[src/rtl/smram_pkg.sv]
package smram_pkg;
  localparam int BIT_OPEN   = 6;
  localparam int BIT_CLOSED = 5;
  localparam int BIT_LOCK   = 4;
  localparam int BIT_ENABLE = 3;
  localparam logic [2:0] FIXED_LOW = 3'b010;

  typedef struct packed {
    logic loadOpen;
    logic loadClosed;
    logic loadEnable;
    logic setLock;
  } regStrobeT;
endpackage

[src/rtl/smram_ctrl.sv]
module smram_ctrl
  import smram_pkg::*;
#(
  parameter int CFG_ADDR_W = 8,
  parameter logic [CFG_ADDR_W-1:0] REG_OFFSET = 'h9D
) (
  input  logic                  cfgWrEn,
  input  logic [CFG_ADDR_W-1:0] cfgAddr,
  input  logic [7:0]            cfgWrData,
  input  logic                  lockQ,
  input  logic [7:0]            regImage,
  output regStrobeT             strobe,
  output logic [7:0]            cfgRdData
);
  logic regHit;
  logic wrHit;
  logic unusedWrBits;

  assign regHit = (cfgAddr == REG_OFFSET);
  assign wrHit  = cfgWrEn && regHit;

  // Fields frozen by the lock load only while unlocked; closed always loads.
  always_comb begin
    strobe            = '0;
    strobe.loadClosed = wrHit;
    strobe.loadOpen   = wrHit && !lockQ;
    strobe.loadEnable = wrHit && !lockQ;
    strobe.setLock    = wrHit && !lockQ && cfgWrData[BIT_LOCK];
  end

  assign cfgRdData    = regHit ? regImage : 8'h00;
  assign unusedWrBits = ^{cfgWrData[7], cfgWrData[2:0]};
endmodule

[src/rtl/smram_dp.sv]
module smram_dp
  import smram_pkg::*;
#(
  parameter int ADDR_W = 32,
  parameter logic [ADDR_W-1:0] WIN_BASE = 'hA0000,
  parameter int WIN_LOG2 = 17
) (
  input  logic              clk,
  input  logic              rstFullN,
  input  regStrobeT         strobe,
  input  logic [7:0]        wrData,
  input  logic [ADDR_W-1:0] reqAddr,
  input  logic              reqSmm,
  input  logic              reqCode,
  output logic [7:0]        regImage,
  output logic              lockQ,
  output logic              routeDram,
  output logic              routeVideo
);
  localparam int TAG_W = ADDR_W - WIN_LOG2;

  logic openQ, closedQ, enableQ;
  logic inWin, smmGrant, plainGrant;
  logic unusedBase;

  always_ff @(posedge clk or negedge rstFullN) begin
    if (!rstFullN) begin
      openQ   <= 1'b0;
      closedQ <= 1'b0;
      lockQ   <= 1'b0;
      enableQ <= 1'b0;
    end else begin
      if (strobe.loadOpen)   openQ   <= wrData[BIT_OPEN] && !wrData[BIT_LOCK];
      if (strobe.loadClosed) closedQ <= wrData[BIT_CLOSED];
      if (strobe.loadEnable) enableQ <= wrData[BIT_ENABLE];
      if (strobe.setLock)    lockQ   <= 1'b1;
    end
  end

  assign regImage = {1'b0, openQ, closedQ, lockQ, enableQ, FIXED_LOW};

  assign inWin      = (reqAddr[ADDR_W-1:WIN_LOG2] == WIN_BASE[ADDR_W-1:WIN_LOG2]);
  assign smmGrant   = reqSmm && (reqCode || !closedQ);
  assign plainGrant = !reqSmm && openQ && !lockQ;

  assign routeDram  = inWin && enableQ && (smmGrant || plainGrant);
  assign routeVideo = inWin && !routeDram;

  assign unusedBase = ^{WIN_BASE[WIN_LOG2-1:0], TAG_W[0]};
endmodule

[src/rtl/smram_guard.sv]
module smram_guard
  import smram_pkg::*;
#(
  parameter int ADDR_W = 32,
  parameter int CFG_ADDR_W = 8,
  parameter logic [CFG_ADDR_W-1:0] REG_OFFSET = 'h9D,
  parameter logic [ADDR_W-1:0] WIN_BASE = 'hA0000,
  parameter int WIN_LOG2 = 17
) (
  input  logic                  clk,
  input  logic                  rstFullN,
  input  logic                  cfgWrEn,
  input  logic [CFG_ADDR_W-1:0] cfgAddr,
  input  logic [7:0]            cfgWrData,
  output logic [7:0]            cfgRdData,
  input  logic [ADDR_W-1:0]     reqAddr,
  input  logic                  reqSmm,
  input  logic                  reqCode,
  output logic                  routeDram,
  output logic                  routeVideo,
  output logic                  lockOut
);
  regStrobeT  strobe;
  logic [7:0] regImage;
  logic       lockQ;

  smram_ctrl #(.CFG_ADDR_W(CFG_ADDR_W), .REG_OFFSET(REG_OFFSET)) u_ctrl (
    .cfgWrEn(cfgWrEn), .cfgAddr(cfgAddr), .cfgWrData(cfgWrData),
    .lockQ(lockQ), .regImage(regImage), .strobe(strobe), .cfgRdData(cfgRdData)
  );

  smram_dp #(.ADDR_W(ADDR_W), .WIN_BASE(WIN_BASE), .WIN_LOG2(WIN_LOG2)) u_dp (
    .clk(clk), .rstFullN(rstFullN), .strobe(strobe), .wrData(cfgWrData),
    .reqAddr(reqAddr), .reqSmm(reqSmm), .reqCode(reqCode),
    .regImage(regImage), .lockQ(lockQ),
    .routeDram(routeDram), .routeVideo(routeVideo)
  );

  assign lockOut = lockQ;
endmodule

[config.mk]
export PLATFORM = sky130hd
export DESIGN_NAME = smram_guard
export DESIGN_NICKNAME = d
export VERILOG_FILES = /design/src/rtl/smram_pkg.sv /design/src/rtl/smram_ctrl.sv /design/src/rtl/smram_dp.sv /design/src/rtl/smram_guard.sv
export SDC_FILE = /design/constraint.sdc
export NUM_CORES = 1
export LEC_CHECK = 0
export ABC_AREA = 1
export ABC_CLOCK_PERIOD_IN_PS = 1100
export CAP_MARGIN = 20
export CORE_AREA = 2 2 39 41
export DETAILED_ROUTE_END_ITERATION = 16
export DIE_AREA = 0 0 41 43
export DONT_BUFFER_PORTS = 1
export GPL_ROUTABILITY_DRIVEN = 1
export RECOVER_POWER = 25
export SYNTH_ARGS = -nofsm -noshare
export SYNTH_HDL_FRONTEND = slang
export SYNTH_HIERARCHICAL = 1
export SYNTH_SLANG_ARGS = --single-unit
export TNS_END_PERCENT = 100
[constraint.sdc]
create_clock -name clk -period 1.1 [get_ports clk]
set_input_delay 0.22 -clock clk [delete_from_list [all_inputs] [get_ports clk]]
set_output_delay 0.22 -clock clk [all_outputs]
set_load 0.02 [all_outputs]
# == Word level (Yosys, flattened, before mapping) ==
# Cells that the tools add are included.
# totals
out_inout_bits,11
in_bits,53
elab_cells,24
reg_bits,4
# classes
eq_ne,2
mux,1
n_reduce_logical,17
# op_table
cell,count
$eq 15x3->1 const B,1
$logic_and 1x1->1,10
$eq 8x8->1 const B,1
$mux 7,1
$logic_not 1->1,5
$logic_or 1x1->1,2

# == Longest topological paths before layout ==
# depth
depth_word,7
ltp_mapped,8
mapped_depth_nobuf,7

# == Modules after synthesis ==
# Netlist, hierarchy kept.
# modules_own_cells
module,cells_per_inst,seq_area_each_um2,area_per_inst_um2,n_inst
smram_dp,45,100.1,312.8,1
smram_ctrl,35,0.0,148.9,1

# == Worst setup path after synthesis ==
# No wires, ideal clock.
# synth_path
path_type,register -> output
startpoint,reg u_dp.lockQ
endpoint,out routeDram
path_stages_with_launch,4
slack_ns,-0.124
n_path_buf,0
arrival_time_ns,1.004
t_required_ns,0.880
path_cell_list,dfrtp_1 > o21bai_1 > nand3_1 > nor2_1
# synth_via
elab_chain_cells,4
# synth_rtl
item,line,source
"start, declared",smram_dp.sv:16,"output logic lockQ,"
"start signal, assigned",smram_dp.sv:30,lockQ <= 1'b0;
"start signal, assigned",smram_dp.sv:36,if (strobe.setLock) lockQ <= 1'b1;
$logic_not 1->1,smram_dp.sv:44,assign plainGrant = !reqSmm && openQ && !lockQ;
$logic_and 1x1->1,smram_dp.sv:44,
$logic_or 1x1->1,smram_dp.sv:46,assign routeDram = inWin && enableQ && (smmGrant || plainGrant);
$logic_and 1x1->1,smram_dp.sv:46,
"end, declared",smram_guard.sv:19,"output logic routeDram,"
# Every way passes these cells.

# == Worst setup path in the final report ==
# layout_path
startpoint,reg u_dp.openQ
endpoint,out routeVideo
# layout_via
elab_chain_cells,6
# layout_rtl
item,line,source
"start, declared",smram_dp.sv:22,"logic openQ, closedQ, enableQ;"
"start signal, assigned",smram_dp.sv:33,if (strobe.loadOpen) openQ <= wrData[BIT_OPEN] && !wrData[BIT_LOCK];
$logic_and 1x1->1 (2 in a row),smram_dp.sv:44,
$logic_or 1x1->1,smram_dp.sv:46,
$logic_and 1x1->1,smram_dp.sv:46,
$logic_not 1->1,smram_dp.sv:47,assign routeVideo = inWin && !routeDram;
$logic_and 1x1->1,smram_dp.sv:47,
"end, declared",smram_guard.sv:20,"output logic routeVideo,"
# Every way passes these cells.

==> out/qor.txt <==
Io pins: 64
Cell family with most CP delay: flip-flops
Pre-CTS setup slack: -0.03002 ns
CP Cell Sequence: inv_2 -> nor2_2 -> nor2_1 -> nor2_1 -> nor2_2
Top-area cell type share of the netlist area: 21.68%
Die X: 41 µm
Final Util: 45.75%
Seq/Total Area, Yosys: 21.68%
Failing checks: negative setup slack
Final setup margin: -0.1898 ns
Max VDD drop: 0.4129 mV
Skew final: 0.003944 ns
Initial DRC count: 7
CP max FO: 3
Antenna Cells: 0
Core Region: 1384 µm²
Multi-input combinational cell area: 286.5 µm²
WP data required: 0.88 ns
Synth Area per Inst: 5.771 µm²
Clk Latency, worst-skew pair: 0.23 ns
Largest stage delay on the critical path: 0.38 ns
Final Max Tran Viols: 0
Worst EP arrival: 1.07 ns
Cell count after synthesis: 80
HPWL Detailed: 751 µm
Crit path kind: flip-flop to output port
Routed WL per cell: 8.421 µm
CTS tree: built
First-pass GRT wire length: 1324 µm
Initial Util: 33.36%
Outcome: finished with violations
Power Density: 728.0 nW/µm²
CTS Buf Count: 3
# clock sinks: 4
GPL Wtd Cong: 0.6243
Mapped cell area: 461.7 µm²
RSZ-0062 raised after global routing: true
DR pass1 iterations: 3
Fin Hold WS: 0.1333 ns
Final nets: 145
HP Class: input pin to flip-flop
Crit end category: output port
Vert. Die Dim: 43 µm
Critical Path Start Type: flip-flop
Largest net degree at the start of global routing: 10
Max_cap viols: 0
Top cells by area, synth: dfrtp_1 22%, nor2_1 20%, buf_4 16%
Register area: 101.3 µm²
Final min period: 1.290 ns
Filler cells: 161
Setup violations, final: 10
Synth Register Bits: 4
CTS Buffer Depth: 2
DR vias: 441
Congestion Overflow GR: 0
Area growth, synth to finish: 37.13%
Leakage: 0.3296 nW
Vias in the first global route: 373
Final WL: 901 µm
Highest Clock Rate: 775.3 MHz
Yosys warnings: 6
Row count: 14
Vias/cell: 4.121
Total track usage: 11.20%
Tcrit/Tclk final: 117.3%
CP max stage cell: dfrtp_1
Die footprint: 1763 µm²
CTS H-tree lvls: 1
Root Driver: clkbuf_4
Netlist cell types: 15
Largest area contributor in the netlist: dfrtp_1
Final Hold Vio Count: 0
Initial antenna violation count: 0
Share of layout cells above drive strength 1: 41.76%
Detail Route Antenna Nets: 0
# DRC: 0
Worst-path clk slew: 0.04 ns
Port Buffer Count: 0
Worst path bufs/invs: 1
sequential cells by signal, indices dropped and copies added, names as in the netlist:
register      flops
u_dp/closedQ      1
u_dp/enableQ      1
u_dp/lockQ        1
u_dp/openQ        1
cell usage after synthesis:
library cell and n:
nand3b_1 1, nand4_1 1, nor2_1 24, o21bai_1 1, nor2_2 2, nand3_1 2
or2_2 1, inv_1 18, nand2_2 1, dfrtp_1 4, mux2_2 2, conb_1 2
nand2_1 10, o21ai_0 1, buf_4 10
kinds of logic (layout without fill, tap and decap cells):
logic type | after synthesis | count (layout) | share of synthesized area [%]
AOI/OAI and AO/OA | 2 | 2 | 2.710
buffers and inverters | 28 | 37 | 30.89
DFF | 4 | 4 | 21.68
muxes | 2 | 2 | 4.878
other | 2 | 4 | 1.627
and+or+nand+nor | 42 | 42 | 38.22
path summary, 6_finish.rpt:
| path | from | end | slack (ns) | depth (start not counted) |
|---|---|---|---|---|
| setup / recovery | u_dp/openQ | routeVideo | -0.19 | 5 |
| hold / removal | cfgWrData[5] | u_dp/closedQ | 0.13 | 1 |
| setup reg to reg | u_dp/lockQ | u_dp/enableQ | -0.16 | 5 |
| hold reg to reg | u_dp/closedQ | u_dp/closedQ | 0.66 | 2 |
| max in group asynchronous | rstFullN | u_dp/lockQ | 0.67 | 1 |
| min in group asynchronous | rstFullN | u_dp/closedQ | 0.25 | 1 |
power by group:
part | internal (W) | switching, W
clock | 0.000136 | 0.0000597
combinational | 0.0000526 | 0.0000487
sequential | 0.000156 | 0.00000734
total | 0.000345 | 0.000116
per-layer routing:
layer / track usage, % / vias to the layer above / part of all wire, %
li1: - / 237 / -
met5: 0 / - / 0
met2: 18.44 / 26 / 51
met4: 8.000 / 0 / 0
met1: 11.11 / 178 / 37
met3: 3.141 / 0 / 12
cell type report:
class,count,share of cell area [%]
Multi-Input combinational cell,50,45.26
Timing Repair Buffer,15,19.96
Sequential cell,4,16.01
Inverter,18,11.46
Clock buffer,4,4.150
Tap cell,16,3.162
through the flow:
stage	cells	instance area [µm²]	power (W)	setup TNS, ns
after floorplan	82	493.0	0.0002345	-0.08280
after global placement	95	503.0	0.0002230	-0.03030
after detailed placement	95	503.0	0.0002248	-0.04753
after CTS	104	589.3	0.0004575	-0.8251
after global routing	107	633.1	0.0004980	-1.468
final	107	633.1	0.0004609	-0.9594
worst register-to-register path: cells and delay by family (launching register included):
| family | cells | cell delay, ns |
|---|---|---|
| flops | 1 | 0.41 |
| mux | 1 | 0.29 |
| buf+inv | 3 | 0.30 |
| simple gates | 1 | 0.14 |
cells in the final DEF (no fill, tap or decap), types with 2 or more instances in the layout:
cell type | Yosys | final
mux2_4 | 0 | 2
dfrtp_1 | 4 | 3
nor2_1 | 24 | 18
nand2_1 | 10 | 9
buf_6 | 0 | 3
inv_2 | 0 | 5
inv_1 | 18 | 12
buf_4 | 10 | 11
nor2_2 | 2 | 3
clkbuf_4 | 0 | 3
nor2_4 | 0 | 5
conb_1 | 2 | 4
what timing repair did:
action                                  CTS  global route
setup buffers                             5             4
pin swaps                                 8             4
resized for setup                        13             6
endpoints found under the hold margin     4             0
endpoints found under the setup margin    7            11
hold buffers                              1             0
Power figures use the tool's default switching activity.
